$ cat src/rtl/tps_pkg.sv
package tps_pkg;
  typedef enum logic [1:0] {
    TERM_NONE  = 2'd0,
    TERM_RETRY = 2'd1,
    TERM_DISC  = 2'd2,
    TERM_ABORT = 2'd3
  } term_e;

  typedef struct packed {
    logic       inv_hi;
    logic       inv_lo;
    logic       perr;
    logic       serr;
    logic       ack64;
    term_e      term;
    logic       hang;
    logic [4:0] waits;
  } attr_t;

  localparam int unsigned ATTR_W = $bits(attr_t);
  localparam logic [4:0] MAX_WAITS = 5'd30;
endpackage

$ cat src/rtl/tps_attr_ram.sv
module tps_attr_ram #(
  parameter int unsigned DEPTH = 256,
  parameter int unsigned WIDTH = 13,
  localparam int unsigned AW = $clog2(DEPTH)
) (
  input  logic             clk,
  input  logic             we,
  input  logic [AW-1:0]    waddr,
  input  logic [WIDTH-1:0] wdata,
  input  logic [AW-1:0]    raddr,
  output logic [WIDTH-1:0] rdata
);
  logic [WIDTH-1:0] mem [DEPTH];

  always_ff @(posedge clk) begin
    if (we) mem[waddr] <= wdata;
    rdata <= mem[raddr];
  end
endmodule

$ cat src/rtl/tps_ptr_ctrl.sv
module tps_ptr_ctrl #(
  parameter int unsigned DEPTH = 256,
  localparam int unsigned AW = $clog2(DEPTH)
) (
  input  logic          clk,
  input  logic          rst,
  input  logic          addr_acc,
  input  logic          data_acc,
  input  logic          txn_end,
  input  logic          term_end,
  input  logic          cfg_continue,
  input  logic [AW-1:0] cfg_last,
  output logic [AW-1:0] ptr,
  output logic [AW-1:0] ptr_nxt,
  output logic          txn_active
);
  always_comb begin
    ptr_nxt = ptr;
    if (rst) ptr_nxt = '0;
    else if (addr_acc && !cfg_continue) ptr_nxt = '0;
    else if (data_acc) ptr_nxt = (ptr >= cfg_last) ? '0 : ptr + AW'(1);
  end

  always_ff @(posedge clk) begin
    ptr <= ptr_nxt;
    if (rst) txn_active <= 1'b0;
    else if (txn_end) txn_active <= 1'b0;
    else if (addr_acc) txn_active <= 1'b1;
    else if (term_end) txn_active <= 1'b0;
  end

  assert_wrap_R6: assert property (@(posedge clk) disable iff (rst)
    (data_acc && ptr >= cfg_last) |=> (ptr == '0));
  assert_advance_R6: assert property (@(posedge clk) disable iff (rst)
    (data_acc && ptr < cfg_last) |=> (ptr == $past(ptr) + AW'(1)));
  assert_restart_R7: assert property (@(posedge clk) disable iff (rst)
    (addr_acc && !cfg_continue) |=> (ptr == '0));
  assert_keep_R7: assert property (@(posedge clk) disable iff (rst)
    (addr_acc && cfg_continue) |=> $stable(ptr));
endmodule

$ cat src/rtl/tps_phase_timer.sv
module tps_phase_timer
  import tps_pkg::*;
(
  input  logic  clk,
  input  logic  rst,
  input  logic  abort,
  input  logic  accept,
  input  attr_t entry,
  output logic  busy,
  output logic  ready,
  output logic  term_end,
  output attr_t attr_q
);
  logic [4:0] cnt;
  logic       hang_q;
  logic [4:0] w_eff;
  logic       fire;
  term_e      fire_term;

  always_comb begin
    w_eff = (entry.waits > MAX_WAITS) ? MAX_WAITS : entry.waits;
    if (abort) fire = 1'b0;
    else if (accept) fire = !entry.hang && (w_eff == 5'd0);
    else fire = busy && !hang_q && (cnt == 5'd1);
    fire_term = accept ? entry.term : attr_q.term;
    term_end  = fire && (fire_term != TERM_NONE);
  end

  always_ff @(posedge clk) begin
    if (rst) begin
      busy   <= 1'b0;
      ready  <= 1'b0;
      cnt    <= '0;
      hang_q <= 1'b0;
      attr_q <= '0;
    end else begin
      ready <= fire;
      if (abort) begin
        busy   <= 1'b0;
        hang_q <= 1'b0;
      end else if (accept) begin
        attr_q <= entry;
        hang_q <= entry.hang;
        busy   <= entry.hang || (w_eff != 5'd0);
        cnt    <= w_eff;
      end else if (busy && !hang_q) begin
        if (cnt == 5'd1) busy <= 1'b0;
        else cnt <= cnt - 5'd1;
      end
    end
  end

  // Checker: cycles since the last accepted phase, compared at the ready pulse.
  logic [4:0] elapsed;
  logic [4:0] exp_w;
  always_ff @(posedge clk) begin
    if (rst) begin
      elapsed <= '0;
      exp_w   <= '0;
    end else if (accept) begin
      elapsed <= '0;
      exp_w   <= w_eff;
    end else if (elapsed != 5'd31) begin
      elapsed <= elapsed + 5'd1;
    end
  end

  assert_wait_count_R2: assert property (@(posedge clk) disable iff (rst)
    ready |-> (elapsed == exp_w));
  assert_hang_silent_R3: assert property (@(posedge clk) disable iff (rst)
    (busy && hang_q) |-> !ready);
  assert_attr_hold_R4: assert property (@(posedge clk) disable iff (rst)
    busy |=> $stable(attr_q));
endmodule

$ cat src/rtl/tgt_phase_seq.sv
module tgt_phase_seq
  import tps_pkg::*;
#(
  parameter int unsigned DEPTH = 256,
  localparam int unsigned AW = $clog2(DEPTH)
) (
  input  logic              clk,
  input  logic              rst,
  input  logic              cfg_we,
  input  logic [AW-1:0]     cfg_idx,
  input  logic [ATTR_W-1:0] cfg_entry,
  input  logic [AW-1:0]     cfg_last,
  input  logic              cfg_continue,
  input  logic              addr_stb,
  input  logic              data_stb,
  input  logic              txn_end,
  output logic              txn_active,
  output logic              rsp_ready,
  output logic [1:0]        rsp_term,
  output logic              rsp_ack64,
  output logic              rsp_serr,
  output logic              rsp_perr,
  output logic              rsp_inv_par_lo,
  output logic              rsp_inv_par_hi
);
  logic              wr_ok, addr_acc, data_acc, busy, term_end;
  logic [AW-1:0]     ptr, ptr_nxt;
  logic [ATTR_W-1:0] rd_word;
  attr_t             attr_q;

  assign wr_ok    = cfg_we && !txn_active && !addr_stb;
  assign addr_acc = addr_stb && !txn_active && !txn_end;
  assign data_acc = data_stb && txn_active && !busy && !txn_end;

  tps_attr_ram #(.DEPTH(DEPTH), .WIDTH(ATTR_W)) u_ram (
    .clk(clk), .we(wr_ok), .waddr(cfg_idx), .wdata(cfg_entry),
    .raddr(ptr_nxt), .rdata(rd_word)
  );

  tps_ptr_ctrl #(.DEPTH(DEPTH)) u_ptr (
    .clk(clk), .rst(rst), .addr_acc(addr_acc), .data_acc(data_acc),
    .txn_end(txn_end), .term_end(term_end), .cfg_continue(cfg_continue),
    .cfg_last(cfg_last), .ptr(ptr), .ptr_nxt(ptr_nxt), .txn_active(txn_active)
  );

  tps_phase_timer u_timer (
    .clk(clk), .rst(rst), .abort(txn_end), .accept(data_acc),
    .entry(attr_t'(rd_word)), .busy(busy), .ready(rsp_ready),
    .term_end(term_end), .attr_q(attr_q)
  );

  assign rsp_term       = attr_q.term;
  assign rsp_ack64      = attr_q.ack64;
  assign rsp_serr       = attr_q.serr;
  assign rsp_perr       = attr_q.perr;
  assign rsp_inv_par_lo = attr_q.inv_lo;
  assign rsp_inv_par_hi = attr_q.inv_hi;

  assert_term_closes_R5: assert property (@(posedge clk) disable iff (rst)
    (rsp_ready && rsp_term != 2'd0) |-> !txn_active);
  assert_end_closes_R10: assert property (@(posedge clk) disable iff (rst)
    txn_end |=> !txn_active);
endmodule

$ cat config.mk
export PLATFORM = sky130hd
export DESIGN_NAME = tgt_phase_seq
export DESIGN_NICKNAME = d
export VERILOG_FILES = /design/src/rtl/tps_pkg.sv /design/src/rtl/tps_attr_ram.sv /design/src/rtl/tps_ptr_ctrl.sv /design/src/rtl/tps_phase_timer.sv /design/src/rtl/tgt_phase_seq.sv
export SDC_FILE = /design/constraint.sdc
export NUM_CORES = 2
export LEC_CHECK = 0
export BUFFER_PORTS_ARGS = -buffer_cell sky130_fd_sc_hd__buf_2
export CORE_ASPECT_RATIO = 0.8
export CORE_UTILIZATION = 45
export DETAILED_ROUTE_END_ITERATION = 12
export GPL_TIMING_DRIVEN = 1
export SYNTH_ARGS = -nofsm -noshare
export SYNTH_HDL_FRONTEND = slang
export SYNTH_SLANG_ARGS = --single-unit
export TNS_END_PERCENT = 30
$ cat constraint.sdc
create_clock -name clk -period 8.6 [get_ports clk]
set_input_delay 0 -clock clk [delete_from_list [all_inputs] [get_ports clk]]
set_output_delay 0 -clock clk [all_outputs]
set_load 0.03 [all_outputs]
* After elaboration in Yosys (flattened, before gate mapping)
Memory sizes are Yosys's and may differ from the RTL's. A register that Yosys moved wholly into a read port is not among the register bits.
Index checks and enable logic that the tools add are counted.
** Storage, ports and cells
- Flip-flop bits (word level) :: 24
- RAM bits :: 3328
- Input bits :: 36
- Output and inout port bits :: 9
- Logic and storage cells :: 68
- Memories kept :: 1
** Cells by class
- Add/subtract/negate cells :: 2
- $lt $le $gt $ge :: 2
- Eq/ne operators :: 2
- Muxes and demuxes :: 18
- Bitwise gates (word level) :: 1
- Reduce and logical (&&, ||, !) cells :: 30
** Memory list
- u_ram.mem :: depth 256, bits a word 13, read ports 1, clocked after memory_dff 1, wr ports 1, line tps_attr_ram.sv:13 : logic [WIDTH-1:0] mem [DEPTH];
** Operator list (number)
- $mux W8 :: 4
- $mux W5 :: 4
- $logic_and A1 B1 Y1 :: 12
- $mux W1 :: 9
- $add A8 B1 Y8 const B :: 1
- $ge A8 B8 Y1 :: 1
- $reduce_bool A2 Y1 :: 4
- $logic_not A1 Y1 :: 7
- $eq A5 B1 Y1 const B :: 1
- $gt A5 B5 Y1 const B :: 1
- $logic_not A5 Y1 :: 1
- $reduce_bool A5 Y1 :: 1
- $sub A5 B1 Y5 const B :: 1
- $reduce_and A2 Y1 :: 2
- $reduce_and A3 Y1 :: 1
- $mux W2 :: 1
- $ne A2 B1 Y1 const B :: 1
- $reduce_or A2 Y1 :: 1
- $logic_or A1 B1 Y1 :: 1
- $not A1 Y1 :: 1

* Depth between registers and ports, before layout
- Word-level depth :: 9
- Mapped depth :: 20
- Depth with buffers taken out :: 12

* Hierarchy
A second synthesis with hierarchy kept.
** Unflattened totals
- Cells, all modules :: 5921
- Area total of the unflattened synthesis :: 130004.7 um2
** Modules (own cells, without submodules)
- tps_attr_ram :: times used 1, cells each 5729, area an instance 128384.4 um2, seq. area each 100196.1 um2
- tps_phase_timer :: times used 1, cells each 120, area an instance 964.7 um2, seq. area each 420.4 um2
- tps_ptr_ctrl :: times used 1, cells each 69, area an instance 628.1 um2, seq. area each 180.2 um2
- tgt_phase_seq :: times used 1, cells each 3, area an instance 27.5 um2, seq. area each 0.0 um2

* Worst setup path after synthesis
OpenSTA, ideal clock, no wires.
- Path type :: register to register
- Start point :: reg u_ptr.ptr[0]
- End point :: reg u_ram.rdata[11], read port of u_ram.mem
- Library setup time :: 0.130 ns
- Arrival time :: 4.018 ns
- Data required time :: 8.470 ns
- Setup slack :: 4.453 ns
- Stages on the path, launching flop included :: 19
- Buffers on the path :: 7
- Period minus slack after synthesis :: 4.147 ns
- Cell sequence :: dfxtp_1 clkbuf_1 clkinv_1 clkbuf_1 ha_1 nor2b_1 o21a_1 o31ai_2 buf_2 buf_2 buf_2 buf_1 clkbuf_1 a22oi_1 o221ai_1 o211ai_1 o311a_1 a22oi_1 nand4_1
** On the way
- Longest elaborated chain between the ends :: 5
- Elaborated cells on any way between the ends :: 6
- Those cells by class :: add/sub: 1; order compare: 1; mux: 4
** Ends and longest elaborated chain
- start: declaration :: line tps_ptr_ctrl.sv:13 : output logic [AW-1:0] ptr,
- start signal: assignment :: line tps_ptr_ctrl.sv:25 : ptr <= ptr_nxt;
- $add A8 B1 Y8 / $ge A8 B8 Y1 (equally long branches) :: line tps_ptr_ctrl.sv:21 : else if (data_acc) ptr_nxt = (ptr >= cfg_last) ? '0 : ptr + AW'(1);
- $mux W8 :: line tps_ptr_ctrl.sv:21
- $mux W8 * :: line tps_ptr_ctrl.sv:21
- $mux W8 * :: line tps_ptr_ctrl.sv:20 : else if (addr_acc && !cfg_continue) ptr_nxt = '0;
- $mux W8 * :: line tps_ptr_ctrl.sv:19 : if (rst) ptr_nxt = '0;
- end: declaration :: line tps_attr_ram.sv:11 : output logic [WIDTH-1:0] rdata
Every way passes the cells marked *; elsewhere a longest branch is shown, timed or not.
A chain may end at the register's enable or synchronous reset.

* Worst setup path in the final report
- Start point :: reg u_ptr.txn_active
- End point :: reg u_ram.rdata[6], read port of u_ram.mem
** On the way
- Longest elaborated chain between the ends :: 6
- Elaborated cells on any way between the ends :: 10
- Those cells by class :: mux: 3; reduce/logical: 7
** Ends and longest elaborated chain
- start: declaration :: line tps_ptr_ctrl.sv:15 : output logic txn_active
- start signal: assignment :: line tps_ptr_ctrl.sv:26 : if (rst) txn_active <= 1'b0;
- start signal: assignment :: line tps_ptr_ctrl.sv:27 : else if (txn_end) txn_active <= 1'b0;
- start signal: assignment :: line tps_ptr_ctrl.sv:28 : else if (addr_acc) txn_active <= 1'b1;
- $logic_and A1 B1 Y1 / $logic_not A1 Y1 (equally long branches) :: line tgt_phase_seq.sv:33, tgt_phase_seq.sv:32
- $logic_and A1 B1 Y1 (on tied branches) (2 in a row) :: line tgt_phase_seq.sv:33, tgt_phase_seq.sv:32
- $mux W8 / $logic_and A1 B1 Y1 (equally long branches) :: line tps_ptr_ctrl.sv:21, tps_ptr_ctrl.sv:20
- $mux W8 * :: line tps_ptr_ctrl.sv:20
- $mux W8 * :: line tps_ptr_ctrl.sv:19
Marks and branches as above.

==> impl_metrics.csv <==
group,metric,value,unit
clock_network,cts_resized,0,
clock_network,cts_setup_buffers,0,
worst_hold_path,whs_endpoint,"u_ram.mem[180][12]",
worst_setup_path,r2r_cells,13,
power,p_clk_share,43.0,%
job,maxCapViolations,0,
drt,m1WireLength,182,mm
synth,synth_flop_cell,"edfxtp_1",
die,dieArea,300000,µm²
worst_setup_path,arrival,7710,ps
drt,detailroute.wirelength.met3,63.6,mm
synth,ys.warnings.count,0,
worst_setup_path,r2r-end,"u_ram.rdata[6]",
placement,dpl-instance-area,140000,µm²
drt,maxUsedRoutingLayer,"met5",
grt,antenna_found_initial,39,
clock_network,cts-root-buf,"clkbuf_16",
drt,drtIter0Drc,15000,
power,pwr-share-comb,2.3,%
finish,fin_nets,8925,
drt,routed_wl,455,mm
power,ir_worst_vdd,0.188,mV
sta,fmax,0.145,GHz
sta,period_needed,6890,ps
clock_network,h-tree-depth,5,
finish,postLayoutCellArea,151000,µm²
power,power_frac_seq,54.7,%
placement,dp_cells,12500,
worst_setup_path,crit_type,"flip-flop to flip-flop",
die,io_pins,45,
die,core_area,295000,µm²
sta,slew_viol_final,0,
grt,grt_pass1_wl,638,mm
clock_network,hold_buffers,24,
clock_network,path_clk_slew,60,ps
placement,pre_cts_slack,2050,ps
worst_setup_path,regToRegStartpoint,"u_ptr.txn_active",
placement,place.gp.congestion,0.922,
grt,grt.overflow.total,0,
synth,seq_area_frac_synth,75.0,%
sta,hold_viol_final,0,
synth,ys_ff_latch,3365,
worst_hold_path,hp-class,"input port to flip-flop",
grt,grt_pass1_vias,82500,
synth,netlist_instances,8858,
sta,slew_headroom,2.27,%
worst_setup_path,cp.required,9420,ps
sta,rsz0062_at_grt,"no",
synth,synth.distinct_cells,88,
placement,detailed_place_hpwl,259,mm
synth,yosys.area.top_type,"edfxtp_1",
sta,fin_crit_sh,80.1,%
die,die_x,612,µm
worst_hold_path,min_path_cells,4,
drt,ant_nets,0,
run_status,status,"complete, no violations",
power,swShare,20.8,%
clock_network,numCtsBuffers,326,
drt,vias,88900,
worst_setup_path,path_max_fanout,83,
synth,avgSynthCellArea,15.1,µm²
placement,io_buffers,44,
drt,drc,0,
synth,mappedNetlistArea,134000,µm²
worst_setup_path,r2r_setup_slack,1710,ps
finish,area_growth,12.4,%
power,p_int,26.1,mW
synth,async_flop_share,0,%
synth,synth_edf_count,3328,
sta,worst_pin_slew,1470,ps
finish,drive_gt1_share,12.9,%
die,die_h,490,µm
die,std_cell_rows,178,
power,powerDensity,219,nW/µm²
power,power.switching,6.85,mW
grt,grt_usage,29.5,%
power,p_leak,47.8,nW
worst_hold_path,hold_start,"cfg_idx[0]",
sta,skew,49.0,ps
synth,yosysTopAreaCellShare,74.5,%
worst_setup_path,end_kind,"flip-flop",
drt,wl_met2,194,mm
clock_network,clk-insertion-delay-late,910,ps
drt,vias_per_cell,6.78,
clock_network,clockBufferDepth,4,
clock_network,cts.sinks,3365,
drt,wl_per_cell,34.7,µm
synth,synthesis.nets,8905,
drt,drt_first_pass_iters,7,
worst_setup_path,startpoint_type,"flip-flop",
grt,grt_max_degree,164,
finish,layout.cells.non_filler,13100,
synth,synth_area_leaders,"edfxtp_1, o221ai_1, nor2_1, o22ai_1, a211oi_1",
sta,tns,0,ps
sta,setup_viol,0,
power,fin_total_pwr,33.0,mW
die,start_util,45.4,%
sta,final.setup.worst_slack,1710,ps
clock_network,cts_tree,"built",
## how the worst max path moves through the flow
stage | from | endpoint | slack, ps | depth (start not counted)
2_1_floorplan | u_ptr.ptr[0] | u_ram.rdata[11] | 4450 | 18
3_3_place_gp | u_ptr.txn_active | u_ram.rdata[3] | 1390 | 11
3_5_place_dp | u_ptr.txn_active | u_ram.rdata[9] | 2050 | 13
4_1_cts | u_ptr.txn_active | u_ram.rdata[6] | 2030 | 13
5_1_grt | u_ptr.txn_active | u_ram.rdata[9] | 1730 | 13
6_report | u_ptr.txn_active | u_ram.rdata[6] | 1710 | 13
## worst max-delay path, cell delays in order, from the launching register on
cell      delay [ps]
dfxtp_1          380
nor4b_1         1100
or2_2            770
a21o_1           150
buf_4            380
or3_4            840
buf_12           470
buf_4            620
o22ai_1          180
a211oi_1         240
nor3_1           100
o41ai_1         1070
buf_4            290
or4b_1           110
## cell usage after synthesis (all sizes together), types with 17 or more instances
master and n:
a2bb2o 22, clkbuf 507, and4 31, or4 24
a221oi 24, dfxtp 37, nor2 727, o211ai 131
edfxtp 3328, nand2 466, o211a 74, and3 247
o311ai 47, a211oi 271, o221a 90, o22a 56
o221ai 594, o41ai 35, a2111oi 18, a311oi 22
inv 46, a21boi 114, o2bb2ai 41, nand3 161
o22ai 394, o21ai 126, or2 40, nor4 83
a22oi 101, mux2i 30, a31oi 215, nand4 19
or3 48, buf 306, o2111ai 17, nor3 105
a21oi 87
## layout make-up
class                   instances  area, µm²
diodes                         22       55.1
clock buffers                 414       8800
clock inverters               173       1490
fillers                     24400     144000
inverters                      47        194
multi-input cells            4633      30400
flip-flops and latches       3365     101000
well taps                    3960       4950
repair buffers                505       4240
## logic make-up (layout without fill, tap and decap cells)
group,count (synthesis),count (layout),synth area share (%)
AO/OA/AOI/OAI,2579,2579,14.9
AND/OR/NAND/NOR,1997,1997,6.98
other,0,22,0
XOR/XNOR,4,4,0.0373
buffers and inverters,860,1139,2.67
multiplexers,42,42,0.325
flip-flops,3365,3365,75.0
adder cells (fa/ha/maj),11,11,0.103
## flip-flops by register name, summed over array words and instances, names as in the netlist
register	flops
u_timer.busy	1
u_timer.hang_q	1
u_ptr.txn_active	1
u_ram.mem	3328
u_timer.cnt	5
u_ram.rdata	13
u_timer.ready	1
u_timer.attr_q	7
u_ptr.ptr	8
## placed cells by master, fill, tap and decap left out, types with 44 or more instances in the layout
| master | instances |
|---|---|
| o211ai_1 | 131 |
| o221a_2 | 83 |
| clkbuf_1 | 70 |
| nor2_1 | 699 |
| clkinv_1 | 75 |
| o211a_1 | 74 |
| nand2_1 | 447 |
| o22a_1 | 56 |
| clkbuf_16 | 338 |
| nand3_1 | 151 |
| a211oi_1 | 270 |
| a21oi_1 | 82 |
| a31oi_1 | 214 |
| or3_1 | 44 |
| a21boi_0 | 114 |
| clkinv_2 | 48 |
| buf_4 | 406 |
| nor4_1 | 73 |
| o22ai_1 | 394 |
| edfxtp_1 | 3328 |
| a22oi_1 | 101 |
| o221ai_1 | 594 |
| o21ai_0 | 120 |
| nor3_1 | 104 |
| and3_1 | 245 |
## power groups by stage
stage          Combinational [mW]  Clock, mW  Sequential (mW)
6_report                    0.768       14.2             18.0
5_1_grt                     0.786       14.9             18.0
4_1_cts                     0.751       14.2             18.0
3_5_place_dp                0.741          0             18.4
3_3_place_gp                0.723          0             18.4
2_1_floorplan               0.218          0             18.4
## per-layer routing
layer,vias up,track usage [%]
met5,-,0
met4,28,9.34
met3,847,8.97
met2,6313,41.6
met1,45400,43.6
li1,36400,-
## metrics by stage
stage / hold slack [ps] / util [%]
4_1_cts: 4.54 / 51.0
3_3_place_gp: 328 / 47.5
2_1_floorplan: 98.9 / -
3_5_place_dp: 342 / 47.5
6_report: 54.9 / 51.1
5_1_grt: 56.6 / 51.1
Note: power is estimated with default switching activity, not from simulation.
